File: config.mk
export PLATFORM = sky130hd
export DESIGN_NAME = pin_wake_monitor
export DESIGN_NICKNAME = d
export VERILOG_FILES = /design/src/rtl/wake_pkg.sv /design/src/rtl/wake_cfg_reg.sv /design/src/rtl/wake_sync.sv /design/src/rtl/wake_debounce.sv /design/src/rtl/pin_wake_monitor.sv
export SDC_FILE = /design/constraint.sdc
export NUM_CORES = 1
export LEC_CHECK = 0
export BUFFER_PORTS_ARGS = -buffer_cell sky130_fd_sc_hd__buf_4
export CAP_MARGIN = 10
export CORE_AREA = 2 2 163 285
export CTS_CLUSTER_SIZE = 24
export DETAILED_ROUTE_END_ITERATION = 10
export DIE_AREA = 0 0 165 287
export HOLD_SLACK_MARGIN = 0.08
export PLACE_DENSITY = 0.63
export SYNTH_ARGS = -nofsm -noshare
export SYNTH_HDL_FRONTEND = slang
export SYNTH_SLANG_ARGS = --single-unit
export TNS_END_PERCENT = 100
File: constraint.sdc
create_clock -name clk -period 3.01 [get_ports clk]
set_input_delay 0.903 -clock clk [delete_from_list [all_inputs] [get_ports clk]]
set_output_delay 0.903 -clock clk [all_outputs]
set_load 0.02 [all_outputs]
File: src/rtl/wake_pkg.sv
package wake_pkg;
  localparam int NUM_PINS = 14;
  localparam int TYPE_OFS = 16;
  localparam int CFG_W    = 32;
  localparam int DBC_W    = 16;

  function automatic logic [CFG_W-1:0] cfg_mask(input int pins, input int tofs);
    logic [CFG_W-1:0] m;
    m = '0;
    for (int i = 0; i < pins; i++) begin
      m[i]        = 1'b1;
      m[tofs + i] = 1'b1;
    end
    return m;
  endfunction
endpackage

File: src/rtl/wake_cfg_reg.sv
module wake_cfg_reg #(
  parameter int CFG_W    = 32,
  parameter int NUM_PINS = 14,
  parameter int TYPE_OFS = 16
) (
  input  logic             clk,
  input  logic             rst_n,
  input  logic             wr,
  input  logic [CFG_W-1:0] wdata,
  input  logic             lock,
  output logic [CFG_W-1:0] rdata,
  output logic [NUM_PINS-1:0] en,
  output logic [NUM_PINS-1:0] pol
);
  localparam logic [CFG_W-1:0] MASK = wake_pkg::cfg_mask(NUM_PINS, TYPE_OFS);

  logic [CFG_W-1:0] cfg_q;

  always_ff @(posedge clk or negedge rst_n) begin
    if (!rst_n)          cfg_q <= '0;
    else if (wr && !lock) cfg_q <= wdata & MASK;
  end

  assign rdata = cfg_q;
  assign en    = cfg_q[NUM_PINS-1:0];
  assign pol   = cfg_q[TYPE_OFS +: NUM_PINS];
endmodule

File: src/rtl/wake_sync.sv
module wake_sync #(
  parameter int W      = 14,
  parameter int STAGES = 2
) (
  input  logic         clk,
  input  logic         rst_n,
  input  logic [W-1:0] d,
  output logic [W-1:0] q
);
  logic [W-1:0] stage_q [STAGES];

  always_ff @(posedge clk or negedge rst_n) begin
    if (!rst_n) begin
      for (int s = 0; s < STAGES; s++) stage_q[s] <= '0;
    end else begin
      stage_q[0] <= d;
      for (int s = 1; s < STAGES; s++) stage_q[s] <= stage_q[s-1];
    end
  end

  assign q = stage_q[STAGES-1];
endmodule

File: src/rtl/wake_debounce.sv
module wake_debounce #(
  parameter int DBC_W = 16
) (
  input  logic             clk,
  input  logic             rst_n,
  input  logic             level,
  input  logic             en,
  input  logic             pol,
  input  logic [DBC_W-1:0] len,
  input  logic             clr,
  output logic             status
);
  logic             prev_q;
  logic             run_q;
  logic [DBC_W-1:0] cnt_q;
  logic             active;
  logic             edge_hit;
  logic             qualify;

  assign active   = pol ? level : ~level;
  assign edge_hit = en && (pol ? (level && !prev_q) : (!level && prev_q));
  assign qualify  = run_q && en && active && (cnt_q >= len);

  always_ff @(posedge clk or negedge rst_n) begin
    if (!rst_n) begin
      prev_q <= 1'b0;
      run_q  <= 1'b0;
      cnt_q  <= '0;
    end else begin
      prev_q <= level;
      if (edge_hit) begin
        run_q <= 1'b1;
        cnt_q <= '0;
      end else if (run_q) begin
        if (!active || !en || qualify) run_q <= 1'b0;
        else                           cnt_q <= cnt_q + 1'b1;
      end
    end
  end

  always_ff @(posedge clk or negedge rst_n) begin
    if (!rst_n)       status <= 1'b0;
    else if (qualify) status <= 1'b1;
    else if (clr)     status <= 1'b0;
  end
endmodule

File: src/rtl/pin_wake_monitor.sv
module pin_wake_monitor #(
  parameter int NUM_PINS = wake_pkg::NUM_PINS,
  parameter int TYPE_OFS = wake_pkg::TYPE_OFS,
  parameter int CFG_W    = wake_pkg::CFG_W,
  parameter int DBC_W    = wake_pkg::DBC_W
) (
  input  logic                clk,
  input  logic                rst_n,
  input  logic [NUM_PINS-1:0] wake_pins,
  input  logic [DBC_W-1:0]    dbc_len,
  input  logic                cfg_wr,
  input  logic [CFG_W-1:0]    cfg_wdata,
  input  logic                cfg_lock,
  output logic [CFG_W-1:0]    cfg_rdata,
  input  logic                clr_status,
  output logic [NUM_PINS-1:0] wake_status,
  output logic                wake_req
);
  logic [NUM_PINS-1:0] pin_en;
  logic [NUM_PINS-1:0] pin_pol;
  logic [NUM_PINS-1:0] pin_sync;

  wake_cfg_reg #(.CFG_W(CFG_W), .NUM_PINS(NUM_PINS), .TYPE_OFS(TYPE_OFS)) u_cfg (
    .clk(clk), .rst_n(rst_n), .wr(cfg_wr), .wdata(cfg_wdata), .lock(cfg_lock),
    .rdata(cfg_rdata), .en(pin_en), .pol(pin_pol)
  );

  wake_sync #(.W(NUM_PINS), .STAGES(2)) u_sync (
    .clk(clk), .rst_n(rst_n), .d(wake_pins), .q(pin_sync)
  );

  for (genvar i = 0; i < NUM_PINS; i++) begin : g_pin
    wake_debounce #(.DBC_W(DBC_W)) u_dbc (
      .clk(clk), .rst_n(rst_n), .level(pin_sync[i]), .en(pin_en[i]),
      .pol(pin_pol[i]), .len(dbc_len), .clr(clr_status), .status(wake_status[i])
    );
  end

  assign wake_req = |(wake_status & pin_en);
endmodule

## Word level (Yosys, flattened, before mapping)

Index checks and enable logic that the tools add are counted.

| word-level totals | value |
|---|---|
| flip-flop bits (word level) | 322 |
| bits in latches | 0 |
| RAM bits | 0 |
| bits in read-only memories | 0 |
| logic and storage cells | 456 |
| memories | 0 |

| operators by class | value |
|---|---|
| add/subtract/negate cells | 14 |
| multiply operators | 0 |
| divide/modulo/power cells | 0 |
| magnitude comparators | 14 |
| eq/ne operators | 14 |
| shift operators | 0 |
| mux-type cells | 127 |
| bitwise gates (word level) | 15 |
| reduce and logical (&&, ||, !) cells | 213 |

Operators by type and width:

| kind | count |
|---|---|
| 16-bit two-way mux | 42 |
| 16-bit by 1-bit adder with 16-bit output, second input constant | 14 |
| 16-bit >= comparator | 14 |
| 1-bit logical AND | 85 |
| 1-bit two-way mux | 85 |
| 1-bit zero test | 57 |
| 2-bit nonzero test | 28 |
| 1-bit logical OR | 28 |
| 2-bit by 1-bit != test with 1-bit output, second input constant | 14 |
| 2-bit AND reduction | 14 |
| 14-bit bitwise AND | 1 |
| 1-bit inverter | 14 |
| 14-bit OR reduction | 1 |

## Logic depth before layout (Yosys ltp)

| depth | value |
|---|---|
| word-level depth | 8 |
| gate-level depth with buffers | 11 |
| mapped depth without buffers | 9 |

## Cells and area by module

A second synthesis with hierarchy kept.

| unflattened totals | value |
|---|---|
| cells, all modules | 2,391 |
| area total of the unflattened synthesis | 22,145.0 µm² |

Modules (own cells, without submodules):

| module | instances | cells an instance | area an instance (µm²) |
|---|---|---|---|
| wake_debounce (g_pin[0].u_dbc ...) | 13 | 160 | 1,406.3 |
| wake_debounce (g_pin[9].u_dbc) | 1 | 167 | 1,574.0 |
| wake_cfg_reg | 1 | 93 | 1,408.9 |
| wake_sync | 1 | 42 | 805.8 |
| pin_wake_monitor | 1 | 9 | 73.8 |

## Worst setup path before layout

OpenSTA, ideal clock, no wires.

| path | value |
|---|---|
| path kind | input-to-reg |
| start point | input port dbc_len[9] |
| end point | register g_pin[7].u_dbc.cnt_q[10] |
| setup time | 0.078 ns |
| arrival time | 3.234 ns |
| required time | 2.932 ns |
| setup slack | -0.302 ns |
| stages on the path | 10 |
| cell sequence | inv_1 -> ha_1 -> a21o_1 -> a221o_1 -> a21oi_2 -> nand3_4 -> or2_1 -> buf_6 -> or4_1 -> a21oi_1 |

| on the way | value |
|---|---|
| longest elaborated chain between the ends | 5 |

Ends and longest elaborated chain:

| what | RTL line | RTL |
|---|---|---|
| start, declared | pin_wake_monitor.sv:10 | `input logic [DBC_W-1:0] dbc_len,` |
| 16-bit >= comparator | wake_debounce.sv:22 | `assign qualify = run_q && en && active && (cnt_q >= len);` |
| 1-bit logical AND | wake_debounce.sv:22 |  |
| 1-bit logical OR | wake_debounce.sv:35 | `if (!active \|\| !en \|\| qualify) run_q <= 1'b0;` |
| 2-bit by 1-bit != test with 1-bit output (no source line) | n/a |  |
| 2-bit AND reduction (no source line) | n/a |  |
| end signal, assigned | wake_debounce.sv:36 | `else cnt_q <= cnt_q + 1'b1;` |
| end, declared | wake_debounce.sv:15 | `logic [DBC_W-1:0] cnt_q;` |

Every way passes these cells.
A chain may end at the register's enable or synchronous reset.

## Worst setup path in the final report

| path | value |
|---|---|
| start point | register g_pin[3].u_dbc.status |
| end point | output port wake_req |

| on the way | value |
|---|---|
| longest elaborated chain between the ends | 2 |

Ends and longest elaborated chain:

| what | RTL line | RTL |
|---|---|---|
| start, declared | wake_debounce.sv:11 | `output logic status` |
| start signal, assigned | wake_debounce.sv:42 | `if (!rst_n) status <= 1'b0;` |
| start signal, assigned | wake_debounce.sv:43 | `else if (qualify) status <= 1'b1;` |
| start signal, assigned | wake_debounce.sv:44 | `else if (clr) status <= 1'b0;` |
| 14-bit bitwise AND | pin_wake_monitor.sv:39 | `assign wake_req = \|(wake_status & pin_en);` |
| 14-bit OR reduction | pin_wake_monitor.sv:39 |  |
| end, declared | pin_wake_monitor.sv:17 | `output logic wake_req` |

Every way passes these cells.

==> flow_summary.yaml <==
floorplan:
  io_pins: 114
  die_x_um: 165
  num_rows: 103
  initial_utilization_pct: 44.8
  core_mm2: 0.0450
  fp.dieH_um: 287
  die-area_mm2: 0.0474
grt:
  grt_pass1_wl_mm: 90.2
  antenna_found_initial: 0
  grt_start_max_net_pins: 72
  grt_pass1_vias: 17400
  track_usage_pct: 24.2
  grt-ovfl-total: 0
yosys:
  synth_common_cells: "dfrtp_1, ha_1, nand2_1"
  syn_area_per_cell_um2: 9.40
  synth_top_area_cell: "dfrtp_1"
  synthFlopType: "dfrtp_1"
  synth_cells: 2143
  synth.distinct_cells: 74
  syn-cell-area_mm2: 0.0201
  synth_edf_count: 0
  yosys_warnings: 0
  ys_seq_area_share_pct: 40.0
  ys_ff_latch: 322
  synth.area.top_cells: "dfrtp_1, ha_1, nand2_1, a21oi_1, xnor2_1"
  yosysMostFrequentCell: "dfrtp_1"
  yosysTopAreaCellShare_pct: 40.0
  ys_async_sr_fraction_pct: 100
timing:
  setup_ws_ns: -0.0319
  finalCritPeriodShare_pct: 101
  holdWs_ns: 0.310
  fin_crit_ns: 3.04
  rsz0062_at_grt: "true"
  finalMaxSlewViolations: 0
  relSlewSlack_pct: 40.2
  tightest_slew_ns: 0.896
  fin_worst_skew_ns: 0.0124
  setup-tns-final_ns: -0.0319
  hold_viol_final: 0
  setup_viol: 1
  max_freq_ghz: 0.329
clock_network:
  clock_path_buffers: 3
  cts_sinks: 322
  numCtsBuffers: 35
  cts_tree: "done"
  clockRootBuffer: "clkbuf_16"
  htreeDepth: 2
  postCtsHoldBufs: 0
  clkTransAtPathRegs_ns: 0.06
  insertion_delay_ns: 0.54
cells_and_area:
  final_nets: 2680
  fin_cells: 2975
  num_antenna_cells: 0
  drive_gt1_share_pct: 18.6
  area_growth_pct: 21.0
  fillCellCount: 3933
  fin_area_mm2: 0.0244
worst_setup_path:
  cp.arrival_ns: 2.14
  start_kind: "flop"
  crit_path_end_kind: "output port"
  required_ns: 2.11
  critPathMaxFanout: 2
  worst-setup-path-type: "reg -> out"
hold_path:
  holdCritPathClass: "in -> async"
run_status:
  failed_checks: "negative setup slack"
  outcome: "finished, violations left"
job:
  maxCapViolations: 0
detailed_routing:
  drc_errors: 0
  vias: 17000
  dr.pass1.iters: 5
  vias_per_cell: 5.73
  ant_nets: 0
  wl_mm: 56.1
  drt_iter0_markers: 754
  post_drt_wl_per_cell_um: 18.9
power:
  power.leakage_nw: 11.2
  powerDensity_mw_per_mm2: 445
  power.total_mw: 10.8
  ir_worst_vdd_uv: 388
placed_design:
  dp_hpwl_mm: 41.9
  dpl_cell_area_mm2: 0.0231
  gp_congestion: 0.888
  dp.cells: 2912
  io_buffers: 105
[repair_timing]
action / in CTS / in global routing
setup buffers: 0 / 3
setup endpoints to repair: 1 / 19
gates resized for setup: 6 / 11
endpoints found under the hold margin: 0 / 0
pin swaps: 1 / 4
[metal layers]
| layer | vias up | track usage (%) | wire (um) |
|---|---|---|---|
| li1 | 8195 | - | - |
| met1 | 8348 | 27.2 | 21700 |
| met2 | 356 | 44.1 | 29100 |
| met3 | 147 | 3.17 | 2290 |
| met4 | 0 | 12.0 | 2990 |
| met5 | - | 0 | 0 |
[registers in the layout, summed over array words and instances (netlist names)]
signal,flops
u_cfg.rdata,28
u_sync.q,14
g_pin.u_dbc.run_q,14
g_pin.u_dbc.prev_q,14
u_sync.stage_q,14
g_pin.u_dbc.cnt_q,224
g_pin.u_dbc.status,14
[cell usage in the layout (no fill, tap or decap), types with 20 or more instances in the layout]
cell type,instances
dfrtp_1,322
buf_4,251
ha_1,222
nand2_1,205
nor2_1,181
a21oi_1,141
o21ai_0,101
nand3_1,93
xnor2_1,78
inv_1,74
nand4_1,65
or3_1,52
xor2_1,45
clkbuf_16,37
nor3_1,36
and3_1,32
or4_1,29
mux2_2,29
nor4_1,28
buf_12,28
o21a_1,26
o21ai_1,25
o31ai_1,21
and4_1,20
[worst paths after layout]
check / start / end / slack [ns] / depth (start not counted)
max: g_pin[3].u_dbc.status$_DFFE_PN0P_ / wake_req / -0.03 / 7
min: rst_n / u_sync.stage_q[22]$_DFF_PN0_ / 0.31 / 1
max reg2reg: g_pin[11].u_dbc.cnt_q[0]$_DFFE_PN0P_ / g_pin[11].u_dbc.cnt_q[13]$_DFFE_PN0P_ / 0.30 / 9
min reg2reg: u_sync.stage_q[24]$_DFF_PN0_ / u_sync.q[10]$_DFF_PN0_ / 0.34 / 0
max in group asynchronous: rst_n / g_pin[4].u_dbc.run_q$_DFF_PN0_ / 1.89 / 2
min in group clk: u_sync.stage_q[24]$_DFF_PN0_ / u_sync.q[10]$_DFF_PN0_ / 0.34 / 0
[critical path, cell delays in order, from the launching register on]
cell and delay (ns):
dfrtp_1 0.43, a22oi_2 0.20, buf_6 0.16, nand2_4 0.06, a221oi_2 0.19, buf_4 0.18, nand4_1 0.17, buf_6 0.20
[per-stage QoR]
stage	worst slack [ns]	util, %
after floorplan	-0.138	-
after global placement	-0.385	51.4
after detailed placement	-0.434	51.4
after CTS	-0.0810	54.0
after global routing	-0.0900	54.2
final	-0.0319	54.2
[kinds of logic after synthesis]
group,Yosys count,synth area share (%)
AO/OA/AOI/OAI,424,13.0
XOR/XNOR,123,5.35
adder cells (fa/ha/maj),238,14.8
buffers and inverters,175,4.24
flip-flops,322,40.0
multiplexers,37,2.02
other,1,0.0186
AND/OR/NAND/NOR,823,20.6
[layout make-up]
type | instances | area [um2] | area share, %
Sequential cell | 322 | 8060 | 33.0
Clock buffer | 52 | 1060 | 4.36
Clock inverter | 8 | 71.3 | 0.293
Inverter | 84 | 353 | 1.45
Multi-Input combinational cell | 1649 | 11600 | 47.7
Tap cell | 577 | 722 | 2.96
Timing Repair Buffer | 283 | 2490 | 10.2
[report_power, final]
group	switching, mW	internal, mW	total (mW)
clock network	1.86	2.53	4.39
registers	0.236	4.54	4.77
logic	0.946	0.743	1.69
Power figures use the tool's default switching activity.
